<file path="config.mk">
export PLATFORM = sky130hd
export DESIGN_NAME = pwr_ctl_i2c_slave
export DESIGN_NICKNAME = d
export VERILOG_FILES = /design/src/rtl/pwr_ctl_pkg.sv /design/src/rtl/i2c_bus_sync.sv /design/src/rtl/i2c_slave_fsm.sv /design/src/rtl/pwr_ctl_reg.sv /design/src/rtl/pwr_ctl_i2c_slave.sv
export SDC_FILE = /design/constraint.sdc
export NUM_CORES = 1
export LEC_CHECK = 0
export BUFFER_PORTS_ARGS = -buffer_cell sky130_fd_sc_hd__buf_2
export CAP_MARGIN = 20
export CORE_ASPECT_RATIO = 1.5
export CORE_UTILIZATION = 40
export DETAILED_ROUTE_END_ITERATION = 10
export GPL_ROUTABILITY_DRIVEN = 0
export PLACE_DENSITY_LB_ADDON = 0.25
export SYNTH_ARGS = -nofsm -noshare
export SYNTH_HDL_FRONTEND = slang
export SYNTH_SLANG_ARGS = --single-unit
</file>
<file path="constraint.sdc">
create_clock -name clk_i -period 2.5 [get_ports clk_i]
set_clock_uncertainty 0.1 [all_clocks]
set_input_delay 0.75 -clock clk_i [delete_from_list [all_inputs] [get_ports clk_i]]
set_output_delay 0.75 -clock clk_i [all_outputs]
set_load 0.05 [all_outputs]
</file>
<file path="src/rtl/pwr_ctl_pkg.sv">
package pwr_ctl_pkg;
  typedef enum logic [2:0] {
    ST_IDLE, ST_ADDR, ST_WR, ST_ACK, ST_RD, ST_RACK
  } slv_state_e;

  localparam int unsigned REG_W  = 8;
  localparam int unsigned CTRL_W = 6;
endpackage

</file>
<file path="src/rtl/i2c_bus_sync.sv">
module i2c_bus_sync #(
  parameter int unsigned STAGES = 2
) (
  input  logic clk_i,
  input  logic rst_ni,
  input  logic scl_i,
  input  logic sda_i,
  output logic scl_o,
  output logic sda_o,
  output logic scl_rise_o,
  output logic scl_fall_o,
  output logic start_o,
  output logic stop_o
);
  logic [STAGES-1:0] scl_ff, sda_ff;
  logic scl_p, sda_p;

  always_ff @(posedge clk_i or negedge rst_ni) begin
    if (!rst_ni) begin
      scl_ff <= '1;
      sda_ff <= '1;
      scl_p  <= 1'b1;
      sda_p  <= 1'b1;
    end else begin
      scl_ff <= {scl_ff[STAGES-2:0], scl_i};
      sda_ff <= {sda_ff[STAGES-2:0], sda_i};
      scl_p  <= scl_ff[STAGES-1];
      sda_p  <= sda_ff[STAGES-1];
    end
  end

  assign scl_o      = scl_ff[STAGES-1];
  assign sda_o      = sda_ff[STAGES-1];
  assign scl_rise_o = scl_o & ~scl_p;
  assign scl_fall_o = ~scl_o & scl_p;
  // SDA edges count as bus conditions only while SCL stays high
  assign start_o    = scl_o & scl_p & sda_p & ~sda_o;
  assign stop_o     = scl_o & scl_p & ~sda_p & sda_o;

  AST_EVENT_EXCL: assert property (@(posedge clk_i) disable iff (!rst_ni)
    $onehot0({start_o, stop_o, scl_rise_o, scl_fall_o}));
endmodule

</file>
<file path="src/rtl/i2c_slave_fsm.sv">
module i2c_slave_fsm
  import pwr_ctl_pkg::*;
#(
  parameter int unsigned ADDR_W = 7
) (
  input  logic             clk_i,
  input  logic             rst_ni,
  input  logic             scl_i,
  input  logic             sda_i,
  input  logic             scl_rise_i,
  input  logic             scl_fall_i,
  input  logic             start_i,
  input  logic             stop_i,
  input  logic [ADDR_W-1:0] dev_addr_i,
  input  logic             uvlo_i,
  input  logic [REG_W-1:0] rd_byte_i,
  output logic             wr_stb_o,
  output logic [REG_W-1:0] wr_data_o,
  output logic             sda_oe_o
);
  localparam int unsigned CNT_W = $clog2(REG_W);

  slv_state_e       state_q;
  logic [CNT_W-1:0] cnt_q;
  logic [REG_W-1:0] sh_q, tx_q, byte_in;
  logic             rd_mode_q, ack_on_q, oe_q;
  logic             last_bit;

  assign byte_in  = {sh_q[REG_W-2:0], sda_i};
  assign last_bit = (cnt_q == CNT_W'(REG_W-1));

  always_ff @(posedge clk_i or negedge rst_ni) begin
    if (!rst_ni) begin
      state_q   <= ST_IDLE;
      cnt_q     <= '0;
      sh_q      <= '0;
      tx_q      <= '0;
      rd_mode_q <= 1'b0;
      ack_on_q  <= 1'b0;
      oe_q      <= 1'b0;
    end else if (start_i) begin
      state_q  <= ST_ADDR;
      cnt_q    <= '0;
      ack_on_q <= 1'b0;
      oe_q     <= 1'b0;
    end else if (stop_i) begin
      state_q  <= ST_IDLE;
      ack_on_q <= 1'b0;
      oe_q     <= 1'b0;
    end else begin
      unique case (state_q)
        ST_ADDR: if (scl_rise_i) begin
          sh_q  <= byte_in;
          cnt_q <= cnt_q + 1'b1;
          if (last_bit) begin
            if (byte_in[REG_W-1:1] == dev_addr_i && !uvlo_i) begin
              state_q   <= ST_ACK;
              rd_mode_q <= byte_in[0];
            end else begin
              state_q <= ST_IDLE;
            end
          end
        end
        ST_WR: if (scl_rise_i) begin
          sh_q  <= byte_in;
          cnt_q <= cnt_q + 1'b1;
          if (last_bit) state_q <= uvlo_i ? ST_IDLE : ST_ACK;
        end
        ST_ACK: if (scl_fall_i) begin
          if (!ack_on_q) begin
            if (uvlo_i) state_q <= ST_IDLE;
            else begin
              ack_on_q <= 1'b1;
              oe_q     <= 1'b1;
            end
          end else begin
            ack_on_q <= 1'b0;
            cnt_q    <= '0;
            if (rd_mode_q) begin
              state_q <= ST_RD;
              tx_q    <= rd_byte_i;
              oe_q    <= ~rd_byte_i[REG_W-1];
            end else begin
              state_q <= ST_WR;
              oe_q    <= 1'b0;
            end
          end
        end
        ST_RD: begin
          if (scl_rise_i) begin
            cnt_q <= cnt_q + 1'b1;
            if (last_bit) state_q <= ST_RACK;
            else          tx_q    <= tx_q << 1;
          end else if (scl_fall_i) begin
            oe_q <= ~tx_q[REG_W-1];
          end
        end
        ST_RACK: begin
          if (scl_fall_i) oe_q <= 1'b0;
          else if (scl_rise_i) begin
            if (!sda_i) begin
              state_q <= ST_RD;
              tx_q    <= rd_byte_i;
              cnt_q   <= '0;
            end else begin
              state_q <= ST_IDLE;
            end
          end
        end
        default: ;
      endcase
    end
  end

  assign wr_stb_o  = (state_q == ST_WR) && scl_rise_i && last_bit && !uvlo_i
                     && !start_i && !stop_i;
  assign wr_data_o = byte_in;
  assign sda_oe_o  = oe_q;

  AST_UVLO_NO_ACK: assert property (@(posedge clk_i) disable iff (!rst_ni)
    $past(uvlo_i) |-> !$rose(ack_on_q));
  AST_STOP_RELEASE: assert property (@(posedge clk_i) disable iff (!rst_ni)
    stop_i |=> !sda_oe_o);
  AST_OE_SCL_LOW: assert property (@(posedge clk_i) disable iff (!rst_ni)
    !$stable(sda_oe_o) |-> !$past(scl_i));
endmodule

</file>
<file path="src/rtl/pwr_ctl_reg.sv">
module pwr_ctl_reg
  import pwr_ctl_pkg::*;
(
  input  logic              clk_i,
  input  logic              rst_ni,
  input  logic              wr_stb_i,
  input  logic [REG_W-1:0]  wr_data_i,
  input  logic              olf_i,
  input  logic              otf_i,
  output logic [CTRL_W-1:0] ctrl_o,
  output logic [REG_W-1:0]  rd_byte_o
);
  logic [CTRL_W-1:0] ctrl_q;

  always_ff @(posedge clk_i or negedge rst_ni) begin
    if (!rst_ni)       ctrl_q <= '0;
    else if (wr_stb_i) ctrl_q <= wr_data_i[CTRL_W-1:0];
  end

  assign ctrl_o    = ctrl_q;
  assign rd_byte_o = {otf_i, olf_i, ctrl_q};

  AST_CTRL_ONLY_ON_WRITE: assert property (@(posedge clk_i) disable iff (!rst_ni)
    !$stable(ctrl_q) |-> $past(wr_stb_i));
endmodule

</file>
<file path="src/rtl/pwr_ctl_i2c_slave.sv">
module pwr_ctl_i2c_slave
  import pwr_ctl_pkg::*;
#(
  parameter int unsigned SYNC_STAGES = 2,
  parameter int unsigned ADDR_W      = 7,
  parameter int unsigned SEL_W       = 2,
  parameter logic [ADDR_W-SEL_W-1:0] ADDR_BASE = 5'b00010
) (
  input  logic             clk_i,
  input  logic             rst_ni,
  input  logic             scl_i,
  input  logic             sda_i,
  output logic             sda_oe_o,
  input  logic [SEL_W-1:0] addr_sel_i,
  input  logic             uvlo_i,
  input  logic             olf_i,
  input  logic             otf_i,
  output logic             en_o,
  output logic             vsel_o,
  output logic             llc_o,
  output logic             ten_o,
  output logic             ttx_o,
  output logic             pcl_o
);
  logic scl_s, sda_s, scl_rise, scl_fall, start, stop;
  logic wr_stb;
  logic [REG_W-1:0]  wr_data, rd_byte;
  logic [CTRL_W-1:0] ctrl;

  i2c_bus_sync #(.STAGES(SYNC_STAGES)) u_sync (
    .clk_i, .rst_ni, .scl_i, .sda_i,
    .scl_o(scl_s), .sda_o(sda_s), .scl_rise_o(scl_rise), .scl_fall_o(scl_fall),
    .start_o(start), .stop_o(stop)
  );

  i2c_slave_fsm #(.ADDR_W(ADDR_W)) u_fsm (
    .clk_i, .rst_ni, .scl_i(scl_s), .sda_i(sda_s),
    .scl_rise_i(scl_rise), .scl_fall_i(scl_fall), .start_i(start), .stop_i(stop),
    .dev_addr_i({ADDR_BASE, addr_sel_i}), .uvlo_i, .rd_byte_i(rd_byte),
    .wr_stb_o(wr_stb), .wr_data_o(wr_data), .sda_oe_o
  );

  pwr_ctl_reg u_reg (
    .clk_i, .rst_ni, .wr_stb_i(wr_stb), .wr_data_i(wr_data),
    .olf_i, .otf_i, .ctrl_o(ctrl), .rd_byte_o(rd_byte)
  );

  assign {pcl_o, ttx_o, ten_o, llc_o, vsel_o, en_o} = ctrl;
endmodule

</file>
==> flow_metrics.tcl <==
set metrics [dict create \
    coreArea_mm2 0.00454 \
    synth_area_mm2 0.00190 \
    crit_top_cell "ha_1" \
    vias 1395 \
    status "completed" \
    dr.first_iter.drc_count 46 \
    synth-main-ff-cell "dfrtp_1" \
    cts-htree-levels 2 \
    hold_path.class "reg2reg" \
    root_buffer "clkbuf_8" \
    final_antenna_net_count 0 \
    postLayoutCoreUtil_pct 46.3 \
    setup_viol 0 \
    place_area_mm2 0.00201 \
    ir_drop_uv 392 \
    arrival_ns 2.11 \
    design_area_mm2 0.00210 \
    first_pass_iters 4 \
    synthArstFlopShare_pct 100 \
    dp_hpwl_mm 2.79 \
    required_ns 2.57 \
    period_share_pct 81.6 \
    post_drt_wl_per_cell_um 14.4 \
    drc 0 \
    synthDistinctLibCells 42 \
    fp-row-count 30 \
    final_hold_viol_count 0 \
    wl_mm 3.77 \
    crit_path_max_fanout 9 \
    synthesis.nets 192 \
    die_w_um 58.3 \
    total_power_mw 1.84 \
    worstMarginPinSlew_ns 0.760 \
    setup_tns_ns 0 \
    relSlewSlack_pct 49.3 \
    post_cts_buffers 0 \
    maxSlewViolCount 0 \
    ys_warn_count 0 \
    clk_pin_slew_ns 0.07 \
    area_delta_synth_final_pct 10.7 \
    rsz0062_at_grt "no" \
    final_common_cell "dfrtp_1" \
    drv_cap 0 \
    track_usage_pct 17.5 \
    slowest_stage "a31oi_1" \
    holdBufCountCts 0 \
    cts-buffers-inserted 5 \
    crit_type "reg2reg" \
    cts_resized 0 \
    via_per_inst 5.32 \
    synth-seq-area-share_pct 47.8 \
    clkLatencyLatePin_ns 0.29 \
    io_pins 16 \
    antenna_found_initial 0 \
    crit_path_max_incr_delay_ns 0.53 \
    crit_chain "ha_1 > ha_1 > nand2b_1 > a31oi_1 > clkbuf_2 > o21ai_0" \
    cts_tree "yes" \
    crit_path_start_kind "flop" \
    hold_ws_ns 0.257 \
    first_global_vias 1417 \
    clockBufferDepth 2 \
    grt_remaining_overflow 0 \
    cts_sinks 36 \
    die-area_mm2 0.00504 \
    rrSetupSlack_ns 0.46 \
    syn_area_per_cell_um2 10.5 \
    synth-edff-count 0 \
    ys_seq_elements 36 \
    cp-end-kind "flop" \
    layout-drive-gt1-share_pct 25.8 \
    diodes 0 \
    grt_pass1_wl_mm 6.61 \
    fillers 425 \
    fp.dieH_um 86.5 \
    powerDensity_mw_per_mm2 876 \
    nets 208 \
    grt_start_max_net_pins 37 \
    final_cell_mix "dfrtp_1 (30), o21ai_0 (22), nand2_1 (15), buf_2 (15), mux2_2 (10)" \
    syn_inst 181 \
    finalCriticalPeriod_ns 2.04 \
    numPortBuffers 15 \
    start_util_pct 41.9 \
    clock.fmax_ghz 0.490 \
    leakage_nw 0.929 \
]
-- metal layers --
| metal | vias to the layer above | GRT usage, % | part of all wire (%) |
|---|---|---|---|
| met3 | 13 | 4.63 | 3.6 |
| li1 | 684 | - | - |
| met2 | 38 | 28.3 | 51 |
| met1 | 660 | 20.5 | 42 |
| met4 | 0 | 10.2 | 3.8 |
| met5 | - | 0 | 0 |
-- worst max-delay path: cells and delay by family (launching register included) --
family                     cells  cell delay (ns)
DFF                            1             0.36
buffers and inverters          1             0.28
AOI/OAI and AO/OA              2             0.64
and+or+nand+nor                1             0.13
adders and majority gates      2             0.41
-- registers in the layout (all words and copies together), names as in the netlist --
signal,count
u_fsm.cnt_q,3
u_sync.sda_p,1
u_fsm.sda_oe_o,1
u_fsm.sh_q,7
u_sync.scl_ff,2
u_fsm.rd_mode_q,1
u_fsm.state_q,3
u_fsm.tx_q,8
u_sync.sda_ff,2
u_fsm.ack_on_q,1
u_sync.scl_p,1
u_reg.ctrl_o,6
-- power breakdown --
part,switching (mW),internal (mW)
combinational,0.297,0.277
sequential,0.148,0.695
clock,0.203,0.224
total,0.647,1.20
-- worst paths after layout --
check,from,to,depth (start not counted)
hold / removal,u_sync.sda_ff[0]$_DFF_PN1_,u_sync.sda_ff[1]$_DFF_PN1_,0
setup reg to reg,u_fsm.cnt_q[0]$_DFFE_PN0P_,u_fsm.tx_q[1]$_DFFE_PN0P_,6
max in group asynchronous,rst_ni,u_fsm.cnt_q[0]$_DFFE_PN0P_,1
setup / recovery,u_fsm.cnt_q[0]$_DFFE_PN0P_,u_fsm.tx_q[1]$_DFFE_PN0P_,6
hold reg to reg,u_sync.sda_ff[0]$_DFF_PN1_,u_sync.sda_ff[1]$_DFF_PN1_,0
min in group asynchronous,rst_ni,u_fsm.tx_q[6]$_DFFE_PN0P_,1
-- cells by family (layout without fill, tap and decap cells) --
| logic type | Yosys count | in the layout | share of synthesized area (%) |
|---|---|---|---|
| compound gates | 47 | 47 | 15.0 |
| xor+xnor | 5 | 5 | 2.30 |
| fa+ha+maj | 2 | 2 | 1.32 |
| buf+inv | 14 | 31 | 4.67 |
| flops | 36 | 36 | 47.8 |
| mux | 22 | 22 | 13.6 |
| simple gates | 55 | 55 | 15.4 |
-- final cells by class --
class | instances | area (µm²) | area share (%)
tap | 64 | 80.1 | 3.80
sequential | 36 | 908 | 43.2
clock inverter | 1 | 7.51 | 0.357
multi-input combinational | 131 | 905 | 43.0
clock buffer | 7 | 86.3 | 4.10
inverter | 4 | 15.0 | 0.713
timing repair buffer | 19 | 103 | 4.88
-- cells in the mapped netlist, types with 4 or more instances --
master	count	area share, %
a21oi_1	6	1.6
mux2_2	10	5.9
mux2_4	5	3.9
mux2i_1	7	3.7
o21ai_0	22	5.8
dfrtp_1	30	39
nand2b_1	4	1.3
xnor2_1	4	1.8
inv_1	4	0.79
dfstp_2	6	8.3
nor2b_1	5	1.6
nor2_1	9	1.8
nand2_1	15	3.0
buf_2	5	1.3
nor3_1	5	1.3
-- per-stage QoR --
stage	setup slack, ns	cells
floorplan	0.582	181
global placement	0.367	253
detailed placement	0.317	253
CTS	0.295	261
global route	0.272	262
finish	0.461	262
Power figures use the tool's default switching activity.
